$ cat src/rtl/bpm_pkg.sv
package bpm_pkg;
  localparam int FC_W     = 3;
  localparam int FC_BO    = 0;
  localparam int FC_GND   = 1;
  localparam int FC_CSSHT = 2;

  typedef enum logic {
    LINE_OK  = 1'b0,
    LINE_LOW = 1'b1
  } line_state_e;
endpackage

$ cat src/rtl/bpm_qual_timer.sv
module bpm_qual_timer #(
  parameter int LIMIT = 25
) (
  input  logic clk,
  input  logic rst_n,
  input  logic tick,
  input  logic cond,
  output logic qual
);
  localparam int W = $clog2(LIMIT + 1);
  localparam logic [W-1:0] LIM = W'(LIMIT);

  logic [W-1:0] cnt;

  always_ff @(posedge clk or negedge rst_n) begin
    if (!rst_n)                 cnt <= '0;
    else if (!cond)             cnt <= '0;
    else if (tick && cnt != LIM) cnt <= cnt + 1'b1;
  end

  assign qual = cond && (cnt == LIM);
endmodule

$ cat src/rtl/bpm_brownout_fsm.sv
module bpm_brownout_fsm
  import bpm_pkg::*;
(
  input  logic clk,
  input  logic rst_n,
  input  logic low_qualified,
  input  logic vs_above_on,
  input  logic vcc_above_start,
  output logic brownout,
  output logic recharge_req
);
  line_state_e st, st_nx;

  always_comb begin
    st_nx = st;
    unique case (st)
      LINE_OK:  if (low_qualified) st_nx = LINE_LOW;
      LINE_LOW: if (vs_above_on && vcc_above_start) st_nx = LINE_OK;
      default:  st_nx = LINE_OK;
    endcase
  end

  always_ff @(posedge clk or negedge rst_n) begin
    if (!rst_n) st <= LINE_OK;
    else        st <= st_nx;
  end

  assign brownout     = (st == LINE_LOW);
  assign recharge_req = (st == LINE_LOW);
endmodule

$ cat src/rtl/bpm_cs_short_latch.sv
module bpm_cs_short_latch (
  input  logic clk,
  input  logic rst_n,
  input  logic startup_stb,
  input  logic maxon_end_stb,
  input  logic cs_imp_low,
  output logic cs_short
);
  logic sample;
  assign sample = startup_stb || maxon_end_stb;

  always_ff @(posedge clk or negedge rst_n) begin
    if (!rst_n)                   cs_short <= 1'b0;
    else if (sample && cs_imp_low) cs_short <= 1'b1;
  end
endmodule

$ cat src/rtl/brownout_pinfault_mon.sv
module brownout_pinfault_mon
  import bpm_pkg::*;
#(
  parameter int BO_QUAL_MS  = 25,
  parameter int GND_QUAL_MS = 200
) (
  input  logic            clk,
  input  logic            rst_n,
  input  logic            ms_tick,
  input  logic            vs_below_off,
  input  logic            vs_above_on,
  input  logic            vcc_above_start,
  input  logic            gnd_open_det,
  input  logic            cs_imp_low,
  input  logic            startup_stb,
  input  logic            maxon_end_stb,
  output logic            run_en,
  output logic            recharge_req,
  output logic [FC_W-1:0] fault_code
);
  logic bo_qual, brownout, gnd_fault, cs_short;

  bpm_qual_timer #(.LIMIT(BO_QUAL_MS)) u_bo_tmr (
    .clk(clk), .rst_n(rst_n), .tick(ms_tick), .cond(vs_below_off), .qual(bo_qual)
  );

  bpm_qual_timer #(.LIMIT(GND_QUAL_MS)) u_gnd_tmr (
    .clk(clk), .rst_n(rst_n), .tick(ms_tick), .cond(gnd_open_det), .qual(gnd_fault)
  );

  bpm_brownout_fsm u_bo_fsm (
    .clk(clk), .rst_n(rst_n), .low_qualified(bo_qual),
    .vs_above_on(vs_above_on), .vcc_above_start(vcc_above_start),
    .brownout(brownout), .recharge_req(recharge_req)
  );

  bpm_cs_short_latch u_cs (
    .clk(clk), .rst_n(rst_n), .startup_stb(startup_stb),
    .maxon_end_stb(maxon_end_stb), .cs_imp_low(cs_imp_low), .cs_short(cs_short)
  );

  always_comb begin
    fault_code           = '0;
    fault_code[FC_BO]    = brownout;
    fault_code[FC_GND]   = gnd_fault;
    fault_code[FC_CSSHT] = cs_short;
  end

  assign run_en = !(brownout || gnd_fault || cs_short);
endmodule

$ cat config.mk
export PLATFORM = sky130hd
export DESIGN_NAME = brownout_pinfault_mon
export DESIGN_NICKNAME = d
export VERILOG_FILES = /design/src/rtl/bpm_pkg.sv /design/src/rtl/bpm_qual_timer.sv /design/src/rtl/bpm_brownout_fsm.sv /design/src/rtl/bpm_cs_short_latch.sv /design/src/rtl/brownout_pinfault_mon.sv
export SDC_FILE = /design/constraint.sdc
export NUM_CORES = 1
export LEC_CHECK = 0
export ABC_CLOCK_PERIOD_IN_PS = 2970
export BUFFER_PORTS_ARGS = -buffer_cell sky130_fd_sc_hd__clkbuf_2
export CAP_MARGIN = 20
export CORE_MARGIN = 4
export CORE_UTILIZATION = 30
export CTS_CLUSTER_SIZE = 28
export DETAILED_ROUTE_END_ITERATION = 10
export PLACE_DENSITY_LB_ADDON = 0.15
export SYNTH_ARGS = -nofsm -noshare
export SYNTH_HDL_FRONTEND = slang
export SYNTH_HIERARCHICAL = 1
export SYNTH_SLANG_ARGS = --single-unit
$ cat constraint.sdc
create_clock -name clk -period 2.97 [get_ports clk]
set_clock_uncertainty 0.2 [all_clocks]
set_input_delay 0.297 -clock clk [delete_from_list [all_inputs] [get_ports clk]]
set_output_delay 0.297 -clock clk [all_outputs]
set_load 0.01 [all_outputs]
### Word-level counts from Yosys, hierarchy flattened

Index checks and enable logic that the tools add are counted.
W data, S select, Z words.

* add/subtract/negate cells: 2
* multiplexer cells: 7
* bitwise operators: 1
* div/mod/pow operators: 0
* reduce and logical (&&, ||, !) cells: 10
* magnitude comparators: 0
* shifts and indexed selects: 0
* multiply operators: 0
* equality and inequality tests: 6

Operators with widths (number)
* $mux W8: 2
* $mux W5: 2
* $add A8 B1 Y8 const B: 1
* $eq A8 B8 Y1 const B: 1
* $ne A8 B8 Y1 const B: 1
* $logic_and A1 B1 Y1: 6
* $add A5 B1 Y5 const B: 1
* $eq A5 B5 Y1 const B: 1
* $ne A5 B5 Y1 const B: 1
* $ne A2 B1 Y1 const B: 2
* $logic_or A1 B1 Y1: 3
* $mux W1: 2
* $pmux W1 S2: 1
* $logic_not A1 Y1: 1
* $not A1 Y1: 1

* output and inout bits: 5
* memories: 0
* register bits after elaboration: 15
* memory bits (writable): 0
* bits in read-only memories: 0
* latch bits: 0
* word-level logic and storage cells: 30
* input port bits: 10

### Longest topological paths before layout

Gate-level depths: netlist of the first run.

* depth after elaboration: 5
* depth in mapped cells: 6
* gate-level depth less buffers: 6

### By module

Netlist of the first run, hierarchy kept.

Modules (own cells, without submodules)
* bpm_qual_timer (u_gnd_tmr): cells an instance 46, area each 442.9 um^2, instances 1, seq. area each 200.2 um^2
* bpm_qual_timer (u_bo_tmr): cells an instance 27, area each 285.3 um^2, instances 1, seq. area each 125.1 um^2
* bpm_brownout_fsm: cells an instance 4, area each 42.5 um^2, instances 1, seq. area each 25.0 um^2
* bpm_cs_short_latch: cells an instance 3, area each 36.3 um^2, instances 1, seq. area each 25.0 um^2
* brownout_pinfault_mon: cells an instance 4, area each 32.5 um^2, instances 1, seq. area each 0.0 um^2

### Worst setup path before layout of the first run

Ideal clock, no wire load.

* path type: register -> output
* from: register u_gnd_tmr.cnt[0]
* to: output run_en
* arrival time: 1.250 ns
* stages on the path, launching flop included: 6
* buffers on the path: 0
* slack: 1.223 ns
* required time: 2.473 ns
* cells stage by stage: dfrtp_1 > inv_1 > ha_1 > and4bb_2 > and3_1 > nor3_2

* word-level cells in the longest chain between the ends: 5

Ends and longest elaborated chain
* from (decl): line bpm_qual_timer.sv:13 `logic [W-1:0] cnt;`
* from (signal assigned): line bpm_qual_timer.sv:18 `else if (tick && cnt != LIM) cnt <= cnt + 1'b1;`
* $eq A8 B8 Y1: line bpm_qual_timer.sv:21 `assign qual = cond && (cnt == LIM);`
* $logic_and A1 B1 Y1: line bpm_qual_timer.sv:21
* net gnd_fault: line brownout_pinfault_mon.sv:21 `logic bo_qual, brownout, gnd_fault, cs_short;`
* $logic_or A1 B1 Y1 (2 in series): line brownout_pinfault_mon.sv:49 `assign run_en = !(brownout || gnd_fault || cs_short);`
* $logic_not A1 Y1: line brownout_pinfault_mon.sv:49
* to (decl): line brownout_pinfault_mon.sv:17 `output logic run_en,`

The timed path passes the listed nets, and every way through them passes these cells.

### Worst setup path in the final report of the first run

* from: register u_gnd_tmr.cnt[0]
* to: output run_en

* word-level cells in the longest chain between the ends: 5

Ends and longest elaborated chain (line)
* $eq A8 B8 Y1: bpm_qual_timer.sv:21
* $logic_and A1 B1 Y1: bpm_qual_timer.sv:21
* $logic_or A1 B1 Y1 (2 in series): brownout_pinfault_mon.sv:49
* $logic_not A1 Y1: brownout_pinfault_mon.sv:49

Every way passes these cells.

==> results_dict.tcl, run 1 <==
set metrics [dict create \
    drive_above_1_share_pct 24.8 \
    slew_violations 0 \
    die_area_um2 3710 \
    grt_usage_pct 9.17 \
    fillCellCount 270 \
    fin_setup_tns_ns 0 \
    cap_violations 0 \
    cts_buffers 3 \
    yosysMostFrequentCell "dfrtp_1" \
    critPathKind "reg2out" \
    worst_setup_path_start_kind "register" \
    via_per_inst 4.85 \
    ys_ff_latch 15 \
    synth_nets 98 \
    drc_errors 0 \
    drtAntennaViolNets 0 \
    port_buffers 14 \
    overflow 0 \
    clockBufferDepth 2 \
    cts_tree "done" \
    initial_utilization_pct 32.7 \
    htreeDepth 1 \
    path_cells "inv_1 > ha_1 > and4bb_2 > and3_1 > nor3_2 > clkbuf_2" \
    avgRoutedWirePerCell_um 12.0 \
    synth_edf_count 0 \
    p_per_area_nw_per_um2 390 \
    fmaxAchievable_ghz 0.463 \
    synth_common_cells "15 x dfrtp_1, 11 x nand2_1, 6 x nor2_1, 5 x a21oi_1, 5 x inv_1" \
    slowest_delay_ns 0.40 \
    fin_cells 131 \
    antenna_cells 0 \
    seq_area_frac_synth_pct 44.7 \
    fp.dieW_um 60.9 \
    core_um2 2570 \
    grt_max_degree 16 \
    vias 635 \
    hpwlAfterDp_um 1150 \
    synth_top_area_share_pct 44.7 \
    maxSlewHeadroom_pct 74.2 \
    synthArstFlopShare_pct 100 \
    critPathMaxFanout 5 \
    cp.required_ns 2.47 \
    grt_pass1_vias 544 \
    syn_area_per_cell_um2 9.99 \
    rsz0062_at_grt "false" \
    irDropWorstVdd_mv 0.224 \
    arrival_ns 1.66 \
    synthCells 84 \
    cpMaxStageDelayCell "dfrtp_1" \
    yosysTopAreaCell "dfrtp_1" \
    drt_first_iter_violations 12 \
    cts_setup_buffers 0 \
    syn_area_um2 840 \
    antenna_found_initial 0 \
    setup_violations 0 \
    worst_pin_slew_ns 0.383 \
    hold_viol 0 \
    period_share_pct 72.7 \
    rows 18 \
    drt-total-wl_um 1570 \
    end_kind "primary output" \
    grt_first_pass_wirelength_um 2400 \
    synthDistinctLibCells 32 \
    numClockSinks 15 \
    p_leak_nw 0.472 \
    drt_pass1_iterations 4 \
    cts-root-buf "clkbuf_4" \
    final_nets 116 \
    area_growth_pct 15.9 \
    cts_resized 0 \
    ys.warnings.count 6 \
    fin_crit_ns 2.16 \
    die_y_um 60.9 \
    total_power_mw 0.379 \
    min_path_type "in2reg" \
    boundaryPins 15 \
    cts.clk_slew.worst_paths_ns 0.09 \
    clkLatencyLatePin_ns 0.28 \
    place_congestion 0.826 \
    synth_ff_type "dfrtp_1" \
    placed_cells 124 \
    fin_util_pct 37.9 \
    synthTopCellsByArea "dfrtp_1 45%, ha_1 6.0%, nand2_1 4.9%, xor2_1 4.2%, buf_4 3.6%" \
    status "finished clean" \
]
-- routing by layer --
metal	up-vias	part of all wire, %	global-route usage, %
li1	327	-	-
met1	291	49	11.5
met2	13	43	13.4
met3	4	6.3	4.47
met4	0	2.0	3.72
met5	-	0	0
-- area by class of cell --
| cell class | count | area, um^2 | area share [%] |
|---|---|---|---|
| Tap cell | 30 | 37.5 | 3.86 |
| Sequential cell | 15 | 375 | 38.6 |
| Clock buffer | 4 | 26.3 | 2.70 |
| Inverter | 5 | 18.8 | 1.93 |
| Multi-Input combinational cell | 60 | 415 | 42.7 |
| Timing Repair Buffer | 17 | 100 | 10.3 |
-- stage by stage --
step | area, um^2 | hold WS (ns) | setup WS (ns)
floorplan | 840 | -0.199 | 1.22
global placement | 917 | 0.0352 | 1.12
detailed placement | 917 | 0.0414 | 1.10
CTS | 973 | 0.00417 | 0.778
global route | 973 | 0.0327 | 0.674
finish | 973 | 0.0175 | 0.810
-- cell usage in the layout, fill, tap and decap left out, types with 2 or more instances in the layout --
cell           count
dfrtp_1           15
clkbuf_2          14
nand2_1           11
nor2_1             6
inv_1              5
a21oi_1            5
nand4_1            4
xor2_1             4
ha_1               4
clkbuf_4           3
dlygate4sd3_1      3
o21ai_0            3
mux2i_1            2
-- worst paths after layout --
path | from | endpoint | slack, ns | cells after the start
worst max-delay path | u_gnd_tmr/cnt[0]$_DFFE_PN0P_ | run_en | 0.81 | 6
worst min-delay path | cs_imp_low | u_cs/cs_short$_DFFE_PN0P_ | 0.02 | 3
worst max register to register | u_bo_tmr/cnt[1]$_DFFE_PN0P_ | u_bo_fsm/brownout$_DFF_PN0_ | 1.04 | 7
worst min register to register | u_cs/cs_short$_DFFE_PN0P_ | u_cs/cs_short$_DFFE_PN0P_ | 0.32 | 1
max in group asynchronous | rst_n | u_gnd_tmr/cnt[4]$_DFFE_PN0P_ | 2.04 | 2
min in group asynchronous | rst_n | u_bo_tmr/cnt[2]$_DFFE_PN0P_ | 0.25 | 2
-- state kept, by name (all words and copies together), names as in the netlist --
name	cells
u_bo_fsm/brownout	1
u_cs/cs_short	1
u_bo_tmr/cnt	5
u_gnd_tmr/cnt	8
-- power by group --
group          internal (mW)  total (mW)  switching [mW]
combinational         0.0203      0.0442          0.0239
sequential             0.211       0.220         0.00882
clock                 0.0522       0.115          0.0632
-- cell families after synthesis --
kind of cell / synth area share, %
AND/OR/NAND/NOR: 26.1
AO/OA/AOI/OAI: 10.9
flip-flops: 44.7
buffers and inverters: 5.81
XOR/XNOR: 4.17
adder cells (fa/ha/maj): 5.96
multiplexers: 2.38
-- worst max-delay path, delay by kind of cell, from the launching register on --
kind	cells	cell delay [ns]
and+or+nand+nor	3	0.58
DFF	1	0.40
buffers and inverters	2	0.22
adders and majority gates	1	0.19
-- repair_timing --
item                                    in CTS  in global routing
hold buffers                                 3                  0
hold endpoints to repair                    16                  0
endpoints found under the setup margin       0                  0
(Power assumes the default switching activity.)
==> run 2, diff against run 1 <==
Settings changed: ABC_CLOCK_PERIOD_IN_PS 2970 to 1800.
Clock period 2.97 ns to 1.8 ns, I/O delays scaled along.
==> run 2 against run 1 <==
Core utilization rose by 3.4 points. The flow now finishes with violations (setup timing). Global-route usage rose by 1.1 points. Sequential share of layout area decreased by 3.2 points. Non-clock buffer count increased by 8. Critical path type unchanged. Setup slack worse by 0.86 ns. Flip-flop and latch count unchanged. Count of clock-buffer cells in the layout unchanged. Die area unchanged. Wire length increased by 3.3%. Hold slack improved by 0.10 ns. Combinational power up 110%.
==> results_dict.tcl, run 2 (synthesis results as in run 1) <==
set metrics [dict create \
    grt_first_pass_wirelength_um 2790 \
    grt_pass1_vias 656 \
    placed_area_um2 932 \
    boundaryPins 15 \
    worst_setup_path_start_kind "register" \
    arrival_ns 1.46 \
    fmaxAchievable_ghz 0.542 \
    antenna_found_initial 0 \
    drt_first_iter_violations 22 \
    slew_violations 0 \
    clockBufferDepth 2 \
    holdWs_ns 0.117 \
    numClockSinks 15 \
    status "complete, but fails checks" \
    hpwlAfterDp_um 1170 \
    via_per_inst 4.95 \
    fin_crit_ns 1.84 \
    setup_ws_ns -0.0447 \
    final_cell_mix "15 x dfrtp_1, 12 x clkbuf_2, 11 x nand2_1, 7 x dlygate4sd3_1, 6 x nor2_1" \
    worst_pin_slew_ns 0.408 \
    die_area_um2 3710 \
    area_growth_pct 26.4 \
    setup_violations 1 \
    cts.clk_slew.worst_paths_ns 0.09 \
    rsz0062_at_grt "true" \
    total_power_mw 0.649 \
    power_frac_seq_pct 55.4 \
    drt_pass1_iterations 5 \
    drt-total-wl_um 1620 \
    grt_usage_pct 10.3 \
    critPathKind "reg2out" \
    placed_cells 126 \
    min_path_type "in2reg" \
    fillCellCount 251 \
    core_um2 2570 \
    largest_registers "u_gnd_tmr/cnt: 8 flops, u_bo_tmr/cnt: 5 flops" \
    cpMaxStageDelayCell "dfrtp_1" \
    cts_buffers 3 \
    cp.required_ns 1.42 \
    power_switching_mw 0.169 \
    clkPwrFrac_pct 30.2 \
    hold_viol 0 \
    cts-root-buf "clkbuf_4" \
    drive_above_1_share_pct 30.3 \
    violations "setup timing" \
    p_per_area_nw_per_um2 612 \
    htreeDepth 1 \
    port_buffers 14 \
    path_cells "inv_2 > ha_4 > and4bb_2 > and3_4 > nor3_2 > buf_2" \
    irDropWorstVdd_mv 0.261 \
    drc_errors 0 \
    pwr-share-comb_pct 14.4 \
    intPower_mw 0.481 \
    switching_share_pct 26.0 \
    final_common_cell "dfrtp_1" \
    rows 18 \
    drtAntennaViolNets 0 \
    end_kind "primary output" \
    regMostFlops "u_gnd_tmr/cnt" \
    final_cell_area_um2 1060 \
    cts_tree "done" \
    largest_reg_flops 8 \
    place_ws_ns 0.134 \
    fin_cells 139 \
    critPathMaxFanout 2 \
    die_y_um 60.9 \
    fp.dieW_um 60.9 \
    place_congestion 0.789 \
    p_leak_nw 0.503 \
    clkLatencyLatePin_ns 0.28 \
    period_share_pct 102 \
    grt_max_degree 16 \
    slowest_delay_ns 0.37 \
    maxSlewHeadroom_pct 72.5 \
    antenna_cells 0 \
    overflow 0 \
    final_nets 124 \
    fin_util_pct 41.3 \
    initial_utilization_pct 32.7 \
    cap_violations 0 \
    vias 688 \
    avgRoutedWirePerCell_um 11.6 \
    fin_setup_tns_ns -0.0447 \
]
-- run 2: changes by cell type in the layout (fill, tap and decap cells not counted), moves of 2 or more --
cell           change
buf_2              +2
buf_4              +4
clkbuf_2           -2
dlygate4sd3_1      +4
inv_1              -2
inv_2              +2
-- run 2: routing by layer --
metal	vias up	GRT usage, %	part of all wire, %
met2	18	15.6	45
met1	322	13.4	48
met5	-	0	0
met4	0	5.57	0.93
met3	2	2.77	6.4
li1	346	-	-
-- run 2: cell type report --
class | count | area (um^2) | area share (%)
Clock buffer | 4 | 26.3 | 2.48
Inverter | 5 | 18.8 | 1.77
Multi-Input combinational cell | 60 | 433 | 40.8
Sequential cell | 15 | 375 | 35.4
Tap cell | 30 | 37.5 | 3.54
Timing Repair Buffer | 25 | 170 | 16.0
-- run 2: path summary, 6_finish.rpt --
check                                                   from                      endpoint  slack (ns)  cells past startpoint
worst max-delay path            u_gnd_tmr/cnt[1]$_DFFE_PN0P_                        run_en       -0.04                      6
worst min-delay path                                 ms_tick   u_bo_tmr/cnt[0]$_DFFE_PN0P_        0.12                      3
worst max register to register  u_gnd_tmr/cnt[1]$_DFFE_PN0P_  u_gnd_tmr/cnt[1]$_DFFE_PN0P_        0.03                      6
worst min register to register     u_cs/cs_short$_DFFE_PN0P_     u_cs/cs_short$_DFFE_PN0P_        0.34                      1
max in group asynchronous                              rst_n  u_gnd_tmr/cnt[5]$_DFFE_PN0P_        0.99                      2
min in group asynchronous                              rst_n     u_cs/cs_short$_DFFE_PN0P_        0.14                      2
-- run 2: power by group through the flow --
stage | sequential (mW) | clock, mW | combinational, mW
floorplan | 0.366 | 0 | 0.0420
detailed placement | 0.366 | 0 | 0.0761
global route | 0.362 | 0.223 | 0.106
global placement | 0.366 | 0 | 0.0758
finish | 0.360 | 0.196 | 0.0938
CTS | 0.360 | 0.207 | 0.0958
-- run 2: what timing repair did --
item	4_1_cts	5_1_grt
setup endpoints to repair	2	4
hold endpoints to repair	20	0
pin swaps	2	0
resized for setup	5	2
buffers inserted	2	0
hold buffers	7	0
-- run 2: critical path, delay by kind of cell, from the launching register on --
kind	cells	cell delay, ns
adders and majority gates	1	0.14
buffers and inverters	2	0.19
DFF	1	0.37
and+or+nand+nor	3	0.47
==> run 3, diff against run 2 <==
Settings changed: ABC_AREA from default to 1.
==> run 3 against run 2 <==
The run now ends clean. Core utilization decreased by 1.6 points. Flip-flop and latch count unchanged. Hold slack got worse by 0.052 ns. Synthesized area increased by 18%. Final area increased by 16%. Register-to-register slack improved by 0.16 ns. Setup slack improved by 0.052 ns. Via count increased by 27%. Critical path type unchanged. Largest cell class unchanged. Highest routed layer unchanged.
==> results_dict.tcl, run 3 <==
set metrics [dict create \
    status "finished clean" \
    power_frac_seq_pct 55.5 \
    die_area_um2 4300 \
    synth_common_cells "43 x nand2_1, 18 x inv_1, 15 x dfrtp_1, 14 x nand3_1, 9 x nor2_1" \
    critPathMaxFanout 2 \
    cts-root-buf "clkbuf_4" \
    synth_compound_area_share_pct 5.41 \
    initial_utilization_pct 32.1 \
    grt_pass1_vias 876 \
    clkLatencyLatePin_ns 0.28 \
    drt_first_iter_violations 40 \
    synthArstFlopShare_pct 100 \
    die_y_um 65.6 \
    grt_max_degree 16 \
    final_nets 176 \
    antenna_cells 0 \
    setup_ws_ns 0.00749 \
    grt_usage_pct 11.3 \
    area_growth_pct 23.9 \
    largest_reg_flops 8 \
    rows 20 \
    synth_top_area_share_pct 37.7 \
    final_common_cell "nand2_1" \
    switching_share_pct 26.3 \
    cp.required_ns 1.42 \
    synth_top_family_by_area "simple AND/OR/NAND/NOR gates" \
    hpwlAfterDp_um 1480 \
    fmaxAchievable_ghz 0.558 \
    yosysMostFrequentCell "nand2_1" \
    synth_edf_count 0 \
    arrival_ns 1.41 \
    cts.clk_slew.worst_paths_ns 0.09 \
    synth.mux.area_fraction_pct 0 \
    synthTopCellsByArea "dfrtp_1 38%, nand2_1 16%, nand3_1 7.0%, inv_1 6.8%, ha_1 5.0%" \
    via_per_inst 4.27 \
    seq_area_frac_synth_pct 37.7 \
    overflow 0 \
    worst_pin_slew_ns 0.390 \
    drt-total-wl_um 2130 \
    hold_viol 0 \
    cts_tree "done" \
    avgRoutedWirePerCell_um 10.4 \
    synth_fa_ha_area_share_pct 5.03 \
    regMostFlops "u_gnd_tmr/cnt" \
    irDropWorstVdd_mv 0.215 \
    period_share_pct 99.6 \
    antenna_found_initial 0 \
    clkPwrFrac_pct 30.8 \
    synth_simple_gate_area_share_pct 36.2 \
    ys.warnings.count 6 \
    cts_buffers 3 \
    fillCellCount 341 \
    boundaryPins 15 \
    vias 875 \
    fin_setup_tns_ns 0 \
    drive_above_1_share_pct 23.6 \
    intPower_mw 0.470 \
    worst_setup_path_start_kind "register" \
    numClockSinks 15 \
    pwr-share-comb_pct 13.7 \
    fin_crit_ns 1.79 \
    place_ws_ns 0.137 \
    rsz0062_at_grt "true" \
    cap_violations 0 \
    slew_violations 0 \
    core_um2 3100 \
    critPathKind "reg2out" \
    synthCells 136 \
    maxSlewHeadroom_pct 74.0 \
    drc_errors 0 \
    port_buffers 14 \
    synth_nets 150 \
    synth_xor_area_share_pct 3.52 \
    synthDistinctLibCells 22 \
    syn_area_per_cell_um2 7.31 \
    power_switching_mw 0.167 \
    place_congestion 0.794 \
    final_cell_mix "43 x nand2_1, 17 x inv_1, 15 x dfrtp_1, 14 x clkbuf_2, 14 x nand3_1" \
    htreeDepth 1 \
    drt_pass1_iterations 4 \
    setup_violations 0 \
    grt_first_pass_wirelength_um 3770 \
    syn_area_um2 995 \
    synth_ff_type "dfrtp_1" \
    clockBufferDepth 2 \
    min_path_type "in2reg" \
    p_leak_nw 0.624 \
    ys_ff_latch 15 \
    yosysTopAreaCell "dfrtp_1" \
    end_kind "primary output" \
    p_per_area_nw_per_um2 517 \
    total_power_mw 0.637 \
    fp.dieW_um 65.6 \
    largest_registers "u_gnd_tmr/cnt: 8 flops, u_bo_tmr/cnt: 5 flops" \
    drtAntennaViolNets 0 \
]
==> run 3: cell count changes in the layout (fill, tap and decap cells not counted), moves of 2 or more <==
cell and change:
inv_1 +14, nand3_1 +13, a21oi_1 -5, dlygate4sd3_1 -2, buf_4 +4, nor2_1 +3
buf_2 -2, nand2_1 +32, nor2_2 +2, clkbuf_2 +2, inv_2 +2, mux2i_1 -2
==> run 3: logic make-up after synthesis <==
kind of cell               count (synthesis)
and+or+nand+nor                           78
buffers and inverters                     27
DFF                                       15
xor gates and xnor gates                   4
adders and majority gates                  4
AOI/OAI and AO/OA                          8
==> run 3: path summary, 6_finish.rpt <==
check	start	endpoint	slack (ns)	cells after the start
max	u_gnd_tmr/cnt[1]$_DFFE_PN0P_	run_en	0.007	8
max in group asynchronous	rst_n	u_bo_fsm/brownout$_DFF_PN0_	0.98	2
max reg2reg	u_gnd_tmr/cnt[1]$_DFFE_PN0P_	u_gnd_tmr/cnt[5]$_DFFE_PN0P_	0.19	9
min	gnd_open_det	u_gnd_tmr/cnt[0]$_DFFE_PN0P_	0.07	3
min reg2reg	u_cs/cs_short$_DFFE_PN0P_	u_cs/cs_short$_DFFE_PN0P_	0.33	2
min in group asynchronous	rst_n	u_gnd_tmr/cnt[6]$_DFFE_PN0P_	0.14	2
==> run 3: metal layers <==
| layer | GRT usage, % | vias up | wire length (um) |
|---|---|---|---|
| met3 | 4.10 | 2 | 81 |
| met5 | 0 | - | 0 |
| met4 | 2.33 | 0 | 12 |
| met1 | 13.3 | 391 | 966 |
| li1 | - | 467 | - |
| met2 | 19.7 | 15 | 1060 |
==> run 3: layout make-up <==
cell class                 count  area [um^2]  area share (%)
multi-input combinational     94          517            41.9
sequential                    15          375            30.5
timing repair buffer          27          180            14.6
inverter                      21         78.8            6.40
tap                           44         55.1            4.47
clock buffer                   4         26.3            2.13
==> run 3: what timing repair did <==
action,CTS,global route
hold buffers,5,0
endpoints found under the setup margin,2,1
gates resized for setup,4,0
buffers inserted,5,2
hold endpoints to repair,17,0
pin swaps,3,0
==> run 3: through the flow <==
stage                     util (%)  instance area (um^2)  std cells  hold WS, ns
final                         39.7                  1230        205       0.0651
after global routing          39.7                  1230        205       0.0470
after CTS                     39.2                  1220        203       0.0526
after detailed placement      35.0                  1090        189      -0.0658
after global placement        35.0                  1090        189      -0.0702
after floorplan                  -                   995        136       -0.316
==> run 3: worst max-delay path: stages (launching register included) <==
cell and delay (ns):
dfrtp_1 0.40, inv_1 0.10, ha_4 0.13, nand3_2 0.07, nor3_2 0.15, inv_1 0.06, nand2_1 0.07, nor2_2 0.03
clkbuf_2 0.12
==> run 3: power by group through the flow <==
stage	logic, mW	registers [mW]	clock network (mW)
CTS	0.0881	0.354	0.209
detailed placement	0.0647	0.362	0
global route	0.0984	0.356	0.237
global placement	0.0644	0.362	0
finish	0.0873	0.354	0.196
floorplan	0.0402	0.359	0
